`src/rtl/lcd_bringup_pkg.sv`:
```
package lcd_bringup_pkg;

    typedef enum logic [2:0] {
        S_IDLE,
        S_PWR_UP,
        S_PM_READ,
        S_RST_LOW,
        S_RST_REL,
        S_SOFT_RST,
        S_SETTLE,
        S_FINISH
    } seq_state_t;

    // controller opcodes
    localparam logic [7:0] OP_PM_READ  = 8'h0A;
    localparam logic [7:0] OP_SOFT_RST = 8'h01;

    // power-mode byte: bits to disregard and the "running" pattern
    localparam logic [7:0] PM_DONT_CARE = 8'h83;
    localparam logic [7:0] PM_RUNNING   = 8'h1C;

endpackage

```
`src/rtl/lcd_wait_timer.sv`:
```
module lcd_wait_timer #(
    parameter int W = 8
) (
    input  logic         clk,
    input  logic         rst_n,
    input  logic         load,
    input  logic [W-1:0] load_val,
    output logic         expired
);

    logic [W-1:0] cnt_q;
    logic         run_q;

    // a load of N makes 'expired' rise N cycles later (N >= 1)
    always_ff @(posedge clk or negedge rst_n) begin
        if (!rst_n) begin
            cnt_q <= '0;
            run_q <= 1'b0;
        end else if (load) begin
            cnt_q <= load_val - 1'b1;
            run_q <= 1'b1;
        end else if (run_q) begin
            if (cnt_q == '0) run_q <= 1'b0;
            else             cnt_q <= cnt_q - 1'b1;
        end
    end

    assign expired = run_q && (cnt_q == '0);

    // a running count steps down by one each cycle until it ends
    p_tmr_step_r5: assert property (@(posedge clk) disable iff (!rst_n)
        (run_q && (cnt_q != '0) && !load) |=> (run_q && (cnt_q == $past(cnt_q) - 1'b1)));

endmodule

```
`src/rtl/lcd_pwr_judge.sv`:
```
module lcd_pwr_judge
    import lcd_bringup_pkg::*;
(
    input  logic [7:0] pm_byte,
    input  logic       byte_ok,
    output logic       display_on
);

    logic [7:0] kept;

    assign kept       = pm_byte & ~PM_DONT_CARE;
    assign display_on = byte_ok && (kept == PM_RUNNING);

endmodule

```
`src/rtl/lcd_bringup_seq.sv`:
```
module lcd_bringup_seq
    import lcd_bringup_pkg::*;
#(
    parameter longint CLK_HZ          = 50_000_000,
    parameter longint TIME_DIV        = 1,
    parameter longint HOLD_LOW_US     = 20,
    parameter longint REL_WAIT_US     = 120_000,
    parameter longint SETTLE_PIN_US   = 5_000,
    parameter longint SETTLE_NOPIN_US = 120_000
) (
    input  logic       clk,
    input  logic       rst_n,
    input  logic       start,
    input  logic       cond_mode,
    input  logic       has_rst_pin,
    output logic       supply_en,
    output logic       lcd_rst_n,
    output logic       cmd_req,
    output logic [7:0] cmd_op,
    output logic       cmd_rd,
    input  logic       cmd_ack,
    input  logic       cmd_fail,
    input  logic       cmd_rvalid,
    input  logic [7:0] cmd_rdata,
    output logic       done,
    output logic       already_on,
    output logic       error
);

    function automatic longint to_cyc(input longint us);
        longint v;
        v = (CLK_HZ / 1_000_000) * us / TIME_DIV;
        return (v < 1) ? 1 : v;
    endfunction

    localparam longint T_LOW   = to_cyc(HOLD_LOW_US);
    localparam longint T_REL   = to_cyc(REL_WAIT_US);
    localparam longint T_SHORT = to_cyc(SETTLE_PIN_US);
    localparam longint T_LONG  = to_cyc(SETTLE_NOPIN_US);
    localparam longint T_M1    = (T_LOW > T_REL) ? T_LOW : T_REL;
    localparam longint T_M2    = (T_SHORT > T_LONG) ? T_SHORT : T_LONG;
    localparam longint T_MAX   = (T_M1 > T_M2) ? T_M1 : T_M2;
    localparam int     CNT_W   = $clog2(T_MAX + 1);

    localparam logic [CNT_W-1:0] V_LOW   = CNT_W'(T_LOW);
    localparam logic [CNT_W-1:0] V_REL   = CNT_W'(T_REL);
    localparam logic [CNT_W-1:0] V_SHORT = CNT_W'(T_SHORT);
    localparam logic [CNT_W-1:0] V_LONG  = CNT_W'(T_LONG);

    seq_state_t       state, nxt;
    logic             cond_q, pin_q, pwr_q, on_q, err_q;
    logic             tmr_load, tmr_exp, pm_on;
    logic [CNT_W-1:0] tmr_val;

    lcd_wait_timer #(.W(CNT_W)) u_timer (
        .clk      (clk),
        .rst_n    (rst_n),
        .load     (tmr_load),
        .load_val (tmr_val),
        .expired  (tmr_exp)
    );

    lcd_pwr_judge u_judge (
        .pm_byte    (cmd_rdata),
        .byte_ok    (cmd_rvalid && !cmd_fail),
        .display_on (pm_on)
    );

    // state register
    always_ff @(posedge clk or negedge rst_n) begin
        if (!rst_n) state <= S_IDLE;
        else        state <= nxt;
    end

    // next state and timer loads
    always_comb begin
        nxt      = state;
        tmr_load = 1'b0;
        tmr_val  = '0;
        unique case (state)
            S_IDLE:   if (start) nxt = S_PWR_UP;
            S_PWR_UP: begin
                if (cond_q)     nxt = S_PM_READ;
                else if (pin_q) begin nxt = S_RST_LOW; tmr_load = 1'b1; tmr_val = V_LOW; end
                else            nxt = S_SOFT_RST;
            end
            S_PM_READ: if (cmd_ack) begin
                if (pm_on)      nxt = S_FINISH;
                else if (pin_q) begin nxt = S_RST_LOW; tmr_load = 1'b1; tmr_val = V_LOW; end
                else            nxt = S_SOFT_RST;
            end
            S_RST_LOW: if (tmr_exp) begin
                nxt = S_RST_REL; tmr_load = 1'b1; tmr_val = V_REL;
            end
            S_RST_REL: if (tmr_exp) nxt = S_SOFT_RST;
            S_SOFT_RST: if (cmd_ack) begin
                if (cmd_fail) nxt = S_FINISH;
                else begin
                    nxt = S_SETTLE; tmr_load = 1'b1;
                    tmr_val = pin_q ? V_SHORT : V_LONG;
                end
            end
            S_SETTLE: if (tmr_exp) nxt = S_FINISH;
            S_FINISH: nxt = S_IDLE;
            default:  nxt = S_IDLE;
        endcase
    end

    // sampled configuration, supply and result flags
    always_ff @(posedge clk or negedge rst_n) begin
        if (!rst_n) begin
            cond_q <= 1'b0;
            pin_q  <= 1'b0;
            pwr_q  <= 1'b0;
            on_q   <= 1'b0;
            err_q  <= 1'b0;
        end else begin
            if (state == S_IDLE && start) begin
                cond_q <= cond_mode;
                pin_q  <= has_rst_pin;
                pwr_q  <= 1'b1;
                on_q   <= 1'b0;
                err_q  <= 1'b0;
            end
            if (state == S_PM_READ && cmd_ack && pm_on) on_q <= 1'b1;
            if (state == S_SOFT_RST && cmd_ack && cmd_fail) begin
                err_q <= 1'b1;
                pwr_q <= 1'b0;
            end
        end
    end

    // outputs
    always_comb begin
        supply_en  = pwr_q;
        lcd_rst_n  = (state != S_RST_LOW);
        cmd_req    = (state == S_PM_READ) || (state == S_SOFT_RST);
        cmd_op     = (state == S_PM_READ) ? OP_PM_READ : OP_SOFT_RST;
        cmd_rd     = (state == S_PM_READ);
        done       = (state == S_FINISH);
        already_on = on_q;
        error      = err_q;
    end

    // the reset pin is only driven while the supply is on
    p_rst_needs_supply_r1: assert property (@(posedge clk) disable iff (!rst_n)
        !lcd_rst_n |-> supply_en);

    // a pending request keeps its opcode until acknowledged
    p_req_hold_r7: assert property (@(posedge clk) disable iff (!rst_n)
        (cmd_req && !cmd_ack) |=> (cmd_req && $stable(cmd_op)));

    // completion lasts one cycle
    p_done_pulse_r11: assert property (@(posedge clk) disable iff (!rst_n)
        done |=> !done);

    // a failed soft reset switches the supply off
    p_fail_drops_supply_r10: assert property (@(posedge clk) disable iff (!rst_n)
        $rose(error) |-> !supply_en);

    // a verified running display finishes at once, without any reset
    p_skip_on_match_r3: assert property (@(posedge clk) disable iff (!rst_n)
        (state == S_PM_READ && cmd_ack && pm_on) |=> (done && already_on && lcd_rst_n));

    // without a pin the reset output never goes low
    p_no_pin_r9: assert property (@(posedge clk) disable iff (!rst_n)
        (state != S_IDLE && !pin_q) |-> lcd_rst_n);

endmodule

```
`config.mk`:
```
export PLATFORM = sky130hd
export DESIGN_NAME = lcd_bringup_seq
export DESIGN_NICKNAME = d
export VERILOG_FILES = /design/src/rtl/lcd_bringup_pkg.sv /design/src/rtl/lcd_wait_timer.sv /design/src/rtl/lcd_pwr_judge.sv /design/src/rtl/lcd_bringup_seq.sv
export SDC_FILE = /design/constraint.sdc
export NUM_CORES = 1
export LEC_CHECK = 0
export CORE_ASPECT_RATIO = 0.6
export CORE_MARGIN = 8
export CORE_UTILIZATION = 40
export CTS_CLUSTER_SIZE = 40
export DETAILED_ROUTE_END_ITERATION = 10
export SYNTH_ARGS = -nofsm -noshare
export SYNTH_HDL_FRONTEND = slang
export SYNTH_SLANG_ARGS = --single-unit
```
`constraint.sdc`:
```
create_clock -name clk -period 2.2 [get_ports clk]
set_input_delay 0.22 -clock clk [delete_from_list [all_inputs] [get_ports clk]]
set_output_delay 0.22 -clock clk [all_outputs]
set_load 0.01 [all_outputs]
```
======== Word-level counts from Yosys, hierarchy flattened ========
Cells that the tools add are included.
word-level totals
  bits in registers ....................... 32
  input port bits ......................... 16
  output and inout port bits .............. 15
  logic and storage cells ................. 83
cells by class
  $add $sub $neg .......................... 2
  equal/unequal tests ..................... 16
  multiplexer cells ....................... 40
  reduce and logical (&&, ||, !) cells .... 17
operator list
  operator                                                               number
  23-bit two-way mux                                                     7
  23-bit case mux with 4 select lines                                    1
  23-bit by 1-bit subtractor with 23-bit output, second input constant   2
  10-bit two-way mux                                                     4
  3-bit two-way mux                                                      9
  3-bit case mux with 8 select lines                                     1
  23-bit logical NOT                                                     1
  1-bit two-way mux                                                      16
  3-bit equality test, second input constant                             4
  2-bit != test, second input constant                                   6
  1-bit logical AND                                                      8
  3-bit by 2-bit equality test with 1-bit output, second input constant  2
  6-bit AND reduction                                                    1
  2-bit nonzero test                                                     3
  5-bit by 3-bit equality test with 1-bit output, second input constant  1
  4-bit two-way mux                                                      1
  1-bit case mux with 4 select lines                                     1
  3-bit by 1-bit equality test with 1-bit output, second input constant  1
  3-bit logical NOT                                                      1
  3-bit by 2-bit != test with 1-bit output, second input constant        1
  2-bit by 1-bit != test with 1-bit output, second input constant        1
  2-bit AND reduction                                                    1
  1-bit logical NOT                                                      1
  1-bit logical OR                                                       1

======== Logic depth before layout (Yosys ltp) ========
Gate-level depths: netlist (run 1).
  depth in word-level cells ............... 8
  mapped depth ............................ 8
  gate-level depth less buffers ........... 6

======== Hierarchy ========
Synthesis (run 1) repeated with hierarchy kept, for this count alone.
unflattened totals
  cell total of the unflattened synthesis .. 294
  area total of the unflattened synthesis .. 2586.2 µm²
by module, submodules not included
  module           instances  cells each  area an instance (µm²)  sequential area each (µm²)
  lcd_wait_timer   1          213         1924.3                  600.6
  lcd_bringup_seq  1          79          645.6                   200.2
  lcd_pwr_judge    1          2           16.3                    0.0

======== Worst setup path after synthesis (run 1) ========
OpenSTA, ideal clock, no wires.
  path kind ............................... register -> register
  start point ............................. reg u_timer.cnt_q[5]
  end point ............................... reg u_timer.cnt_q[18]
  setup time .............................. 0.080 ns
  arrival ................................. 2.306 ns
  required time ........................... 2.120 ns
  setup slack ............................. -0.186 ns
  stages on the path, launching flop included .. 8
  buffers on the path ..................... 1
  period minus slack after synthesis ...... 2.386 ns
  path through ............................ dfrtp_1 > or4_4 > nor2_4 > nand3b_4 > or4_4 > buf_6 > or4_1 > a21oi_1
between the ends
  word-level cells in the longest chain between the ends .. 6
  elaborated cells on any way between the ends .. 14
  those cells by class .................... add/sub: 2; eq/ne: 1; mux: 7; reduce/logical: 4
ends and longest elaborated chain
  what                                                                                       RTL line                                    source
  start, declared                                                                            lcd_wait_timer.sv:11                        logic [W-1:0] cnt_q;
  start signal, assigned                                                                     lcd_wait_timer.sv:20                        cnt_q <= load_val - 1'b1;
  start signal, assigned                                                                     lcd_wait_timer.sv:24                        else cnt_q <= cnt_q - 1'b1;
  23-bit logical NOT                                                                         lcd_wait_timer.sv:23, lcd_wait_timer.sv:28
  1-bit logical AND                                                                          lcd_wait_timer.sv:28                        assign expired = run_q && (cnt_q == '0);
  23-bit two-way mux or 1-bit two-way mux (tied branches)                                    lcd_bringup_seq.sv:92                       S_RST_LOW: if (tmr_exp) begin
  23-bit case mux with 4 select lines or 1-bit case mux with 4 select lines (tied branches)  lcd_bringup_seq.sv:80                       unique case (state)
  23-bit by 1-bit subtractor with 23-bit output, or another cell as far along                lcd_wait_timer.sv:20
  23-bit two-way mux or 2-bit AND reduction (tied branches)                                  -
Several ways; a longest one is shown, not always the timed one. The select of a mux whose other input is x is not followed.
A chain may end at the register's enable or synchronous reset.

======== Worst setup path in the final report (run 1) ========
  start point ............................. reg u_timer.cnt_q[6]
  end point ............................... reg u_timer.cnt_q[18]
The elaborated chain is that of the path after synthesis.

==> summary.md, run 1 <==
| Metric | Value |
|---|---|
| RSZ-0062 raised after global routing | true |
| Core Util, Final | 62.5% |
| Pre-CTS WS | -302 ps |
| Cells after DPL | ~390 |
| Share of cells above drive strength 1 | ~36% |
| # diodes | 0 |
| Clock tree sinks | 32 |
| Setup WS post-layout | -154 ps |
| Unique masters post-synth | 59 |
| WL/cell | about 17 um |
| Routability congestion estimate | a little over 0.9 |
| FF/Latch Area | between 800 and 900 um2 |
| Critical Path, Cell by Cell | or4_4 -> nor2_4 -> nand3b_4 -> or4_4 -> or4_1 -> a21oi_2 |
| Die area | roughly 7700 um2 |
| Top cells by area, synth | dfrtp_1 (39%), nand2_1 (4.4%), nor2_1 (3.7%), nand3_1 (3.2%), buf_4 (2.6%) |
| Arrival time at the worst endpoint | around 2600 ps |
| Clk_skew | between 2 and 3 ps |
| Met3 wire len | around 550 um |
| Clock latency on the worst-skew pair | 290 ps |
| Fin cells | 402 |
| Hpwl dp | 5320 um |
| Average size of a mapped cell | between 8 and 9 um2 |
| Pwr Density | between 300 and 400 nW/um2 |
| Reg-to-reg critical path endpoint | u_timer.cnt_q[18] |
| Highest metal used | met4 |
| Vias in the first global route | about 2200 |
| Core Region | around 5000 um2 |
| DRC viols | 0 |
| Final min period | around 2400 ps |
| Crit path top cell by count | or4_4 |
| Mapped Area | approximately 2000 um2 |
| Fin. max-slew vios | 0 |
| Vias | about 2300 |
| Vert. Die Dim | roughly 71 um |
| CTS buffer count | 5 |
| #FFs+latches synth | 32 |
| WL met2 | 2880 um |
| Sequential share of the synthesized area | between 30 and 40% |
| Crit Path Class | reg -> reg |
| Nets@finish | 351 |
| Worst setup SP type | flop |
| Worst IR drop on VDD | 0.255 mV |
| Pin count of the biggest net entering global routing | 33 |
| Initial antenna violation count | 0 |
| CTS tree | done |
| Worst Setup SP | u_timer.cnt_q[6] |
| Cells after Synth | between 200 and 250 |
| WP data required | approximately 2400 ps |
| Final Hold Vio Count | 0 |
| Max_cap viols | 0 |
| Synth-to-layout area growth | 53.4% |
| CP peak stage delay | between 500 and 600 ps |
| GR Util All Layers | 19.1% |
| Worst Hold Class | in -> async |
| LEAKAGE | 1.40 nW |
| CP Capture Type | flop |
| Top FF cell, synth | dfrtp_1 |
| First-pass GRT wire length | between 10000 and 15000 um |
| H-tree levels | 2 |
| Number of enable flip-flop cells after synthesis | 0 |
| Row cnt | 20 |
| Multi-input logic area | between 1000 and 1500 um2 |
| Root buf cell | clkbuf_8 |
| Bufs on Longest Clock Path | 2 |
| Top cell type's share of synthesized area | slightly below 40% |
| First drt pass iteration count | 4 |
| Area leader, netlist | dfrtp_1 |
| Status | finished, violations left |
| Wirelength, routed | ~7000 um |
| Die W | roughly 110 um |
| Initial core utilization | between 40% and 50% |
| Worst-path clk slew | 70 ps |
| Fmax | 425 MHz |
| IO Pins | 31 |
| Via density | 5.64 |
| Ys async rst share | 100% |
| Minimum hold slack | 326 ps |
| Post-synth top cells | dfrtp_1 (32), nand2_1 (24), nor2_1 (20) |
| Final setup fails | 19 |
| Critical path fanouts, max | 7 |
| Final Cycle Share | 107% |
| R2R cell count | 6 |
| Most common cell in the netlist | dfrtp_1 |
| Layout filler cell count | between 400 and 500 |
| Total grt overflow | 0 |
| Initial drt markers | 249 |
| Internal reg-to-reg setup slack | -150 ps |
| Origin of the critical flop-to-flop path | u_timer.cnt_q[6] |
| Crit path max-delay cell type | or4_4 |
| PortBufs | 22 |
| Failing checks | negative setup slack |
| Antenna viol nets, final | 0 |
| DRT met1 WL | between 3000 and 4000 um |
| Yosys synthesis warning count | 0 |
==> sequential cells by signal, summed over array words and instances, names as in the netlist <==
signal         cells
error              1
already_on         1
u_timer.run_q      1
u_timer.cnt_q     23
pin_q              1
cond_q             1
supply_en          1
state              3
==> repair_timing <==
action,in CTS,in global routing
pin swaps,16,2
resized for setup,23,5
endpoints found under the setup margin,18,27
endpoints found under the hold margin,0,0
buffers inserted,7,1
hold buffers,0,0
==> cells by family after synthesis <==
family | synth area share, %
simple gates | 29.7
compound gates | 22.0
flops | 39.5
buf+inv | 6.35
xor+xnor | 1.73
mux | 0.555
other cells | 0.185
==> layout make-up <==
type / instances / share of cell area, %
multi-input combinational: 180 / 39.4
timing repair buffer: 108 / 28.3
sequential: 32 / 25.7
clock buffer: 8 / 2.90
tap: 66 / 2.65
inverter: 8 / 0.965
==> power breakdown <==
part	switching, mW	leakage [nW]	total, mW	internal [mW]
sequential	0	0.370	0.588	0.588
clock	0.220	0.0455	0.475	0.255
combinational	0.0243	0.984	0.0488	0.0245
==> metrics by stage <==
| step | power, mW | area (um2) | setup TNS, ps |
|---|---|---|---|
| 2_1_floorplan | 0.616 | 2060 | -594 |
| 3_3_place_gp | 0.647 | 2850 | -2520 |
| 3_5_place_dp | 0.648 | 2850 | -2630 |
| 4_1_cts | 1.12 | 3080 | -1200 |
| 5_1_grt | 1.15 | 3110 | -3250 |
| 6_report | 1.11 | 3110 | -1570 |
==> layer usage <==
layer,GRT usage [%],up-vias
met4,5.05,0
met2,26.1,86
met1,28.6,1086
met3,4.62,11
li1,-,1083
met5,0,-
==> critical path, delay by kind of cell (launching register included) <==
family           cells  cell delay [ps]
AO/OA/AOI/OAI        1              130
AND/OR/NAND/NOR      5             1770
flip-flops           1              380
==> placed cells by master, fill, tap and decap left out, types with 3 or more instances in the layout <==
master and count:
buf_4 82, dfrtp_1 32, nand2_1 23, clkdlybuf4s50_1 22, nor2_1 19, nand3_1 10, a21oi_1 9, inv_1 8
o21ai_0 7, or3_1 6, clkbuf_8 6, and3_1 5, a31oi_1 5, conb_1 5, nand3b_1 4, nand3_2 4
nor4_1 4, o21a_1 4, buf_6 4, o211ai_1 3, nor3_1 3, o21ai_1 3, xor2_1 3, o22ai_1 3
or4_1 3
==> worst max path at each step <==
stage                        end  depth (start not counted)  slack [ps]
3_5_place_dp   u_timer.cnt_q[15]                          7        -300
3_3_place_gp   u_timer.cnt_q[14]                          9        -270
2_1_floorplan  u_timer.cnt_q[18]                          7        -180
5_1_grt        u_timer.cnt_q[21]                          6        -240
6_report       u_timer.cnt_q[18]                          6        -150
4_1_cts        u_timer.cnt_q[21]                          6        -190
Power figures use the tool's default switching activity.
==> run 2, diff against run 1 <==
--- a/config.mk
+++ b/config.mk
@@ -5,11 +5,14 @@
 export SDC_FILE = /design/constraint.sdc
 export NUM_CORES = 1
 export LEC_CHECK = 0
+export CAP_MARGIN = 15
 export CORE_ASPECT_RATIO = 0.6
 export CORE_MARGIN = 8
-export CORE_UTILIZATION = 40
+export CORE_UTILIZATION = 49
 export CTS_CLUSTER_SIZE = 40
 export DETAILED_ROUTE_END_ITERATION = 10
+export PLACE_DENSITY = 0.76
+export SLEW_MARGIN = 10
 export SYNTH_ARGS = -nofsm -noshare
 export SYNTH_HDL_FRONTEND = slang
 export SYNTH_SLANG_ARGS = --single-unit
==> run 2 against run 1 <==
Net effect: the run still ends with negative setup slack left; first-iteration DRC count grew 71%; power is 9.7% higher; sequential cell count unchanged; sequential power hardly changed; clock-buffer cell count is 3 lower; worst hold slack worse by 15 ps; sequential share of layout area is 0.53 points lower; routed wire length increased by 19%; clock skew is 3.6 ps higher; critical path type unchanged; critical endpoint is now u_timer.cnt_q[14].
==> summary.md, run 2 (synthesized netlist as in run 1, its figures left out) <==
| Metric | Value |
|---|---|
| Status | finished, violations left |
| Failing checks | negative setup slack |
| Fin. max-slew vios | 0 |
| Row cnt | 18 |
| Pwr Total | about 1.2 mW |
| Worst-path clk slew | roughly 70 ps |
| Crit-path leading delay family | simple AND/OR/NAND/NOR gates |
| Total grt overflow | 0 |
| Max reg flops | 23 |
| Met3 Resource Use GR | under 10% |
| Cells after DPL | around 370 |
| GR Util All Layers | between 20% and 30% |
| Crit path max-delay cell type | or4_4 |
| Internal reg-to-reg setup slack | -260 ps |
| Share of cells above drive strength 1 | 39.0% |
| Vias | between 2000 and 3000 |
| Minimum hold slack | between 300 and 400 ps |
| Clock latency on the worst-skew pair | 300 ps |
| Hpwl dp | between 5000 and 6000 um |
| Vias in the first global route | ~2300 |
| Root buf cell | clkbuf_8 |
| H-tree levels | 2 |
| # diodes | 0 |
| Most frequent cells in the layout | buf_4 (78), dfrtp_1 (32), nand2_1 (23) |
| Die W | 99.1 um |
| CP Depth | 8 |
| Vert. Die Dim | between 60 and 70 um |
| Initial drt markers | about 430 |
| Wirelength, routed | about 8400 um |
| Antenna viol nets, final | 0 |
| Crit Path Class | reg -> reg |
| CTS tree | done |
| Setup WS post-layout | -260 ps |
| Critical path fanouts, max | 4 |
| Clock tree sinks | 32 |
| Fin cells | about 380 |
| CTS buffer count | 5 |
| Biggest register | u_timer.cnt_q |
| Worst slew margin | between 60% and 70% |
| Arrival time at the worst endpoint | 2650 ps |
| Pwr Density | a little under 400 nW/um2 |
| Final setup fails | 24 |
| Worst IR drop on VDD | roughly 0.53 mV |
| LEAKAGE | ~1.5 nW |
| Core Region | 4030 um2 |
| Synth-to-layout area growth | 56.6% |
| Die area | about 6500 um2 |
| Core Util, Final | roughly 80% |
| Pin count of the biggest net entering global routing | 33 |
| Final min period | ~2500 ps |
| Gr busiest metal | met2 |
| Routability congestion estimate | around 0.92 |
| Pre-CTS WS | -335 ps |
| First drt pass iteration count | 6 |
| Nets@finish | 348 |
| Initial antenna violation count | 0 |
| Commonest non-fill, non-tap cell in the layout | buf_4 |
| WL/cell | around 22 um |
| CP peak stage delay | 590 ps |
| R2R cell count | 8 |
| First-pass GRT wire length | 11600 um |
| Fmax | just over 400 MHz |
| Initial core utilization | 50.3% |
| Max_cap viols | 0 |
| RSZ-0062 raised after global routing | true |
| Bufs on Longest Clock Path | 2 |
| GR Util met2 | approximately 34% |
| Worst setup SP type | flop |
| Final Cycle Share | 112% |
| PortBufs | 22 |
| DRC viols | 0 |
| Regs by FF count | u_timer.cnt_q x23, state x3 |
| Worst Tran Pin Value | just over 500 ps |
| Critical Path, Cell by Cell | or4_4 -> buf_4 -> nor3_4 -> a31o_2 -> nand4_1 -> buf_4 -> o21a_1 -> o22a_1 |
| CP Capture Type | flop |
| Clk_skew | 6.20 ps |
| Final Hold Vio Count | 0 |
| Via density | about 6.6 |
| Worst Hold Class | in -> async |
| IO Pins | 31 |
| Met1 Usage GRT | between 30% and 40% |
| Crit path top cell by count | buf_4 |
| WP data required | ~2400 ps |
| Buf+Inv Stages, Crit Path | 2 |
[run 2: worst paths after layout]
check / start / to
worst max-delay path: u_timer.cnt_q[6] / u_timer.cnt_q[14]
worst min-delay path: rst_n / supply_en
worst max register to register: u_timer.cnt_q[6] / u_timer.cnt_q[14]
worst min register to register: supply_en / supply_en
max in group asynchronous: rst_n / u_timer.cnt_q[5]
min in group clk: has_rst_pin / pin_q
[run 2: through the flow]
stage,TNS (ps),area (um2)
floorplan,-594,2060
global route,-3460,3180
CTS,-706,2980
global placement,-1690,2800
finish,-2820,3180
detailed placement,-2770,2800
[run 2: report_power, final]
part	switching (mW)	leakage, nW	internal, mW	total (mW)
logic	0.0256	1.04	0.0245	0.0501
registers	0	0.370	0.588	0.588
clock network	0.247	0.0541	0.335	0.583
total	0.273	1.46	0.947	1.22
[run 2: area by class of cell]
class,count,area (um2)
Clock buffer,5,68.8
Clock inverter,3,42.5
Fill cell,228,855
Inverter,8,30.0
Multi-Input combinational cell,180,1310
Sequential cell,32,801
Tap cell,50,62.6
Timing Repair Buffer,105,862
[run 2: what timing repair did]
action                     in CTS  in global routing
setup buffers                   3                  5
pin swaps                       7                 12
gates cloned                    0                  1
gates resized for setup        10                 36
setup endpoints to repair      17                 24
hold buffers                    0                  0
[run 2: per-layer routing]
layer,share of wire [%],up-vias
li1,-,1065
met4,4.2,0
met3,14,48
met5,0,-
met2,43,220
met1,39,1205
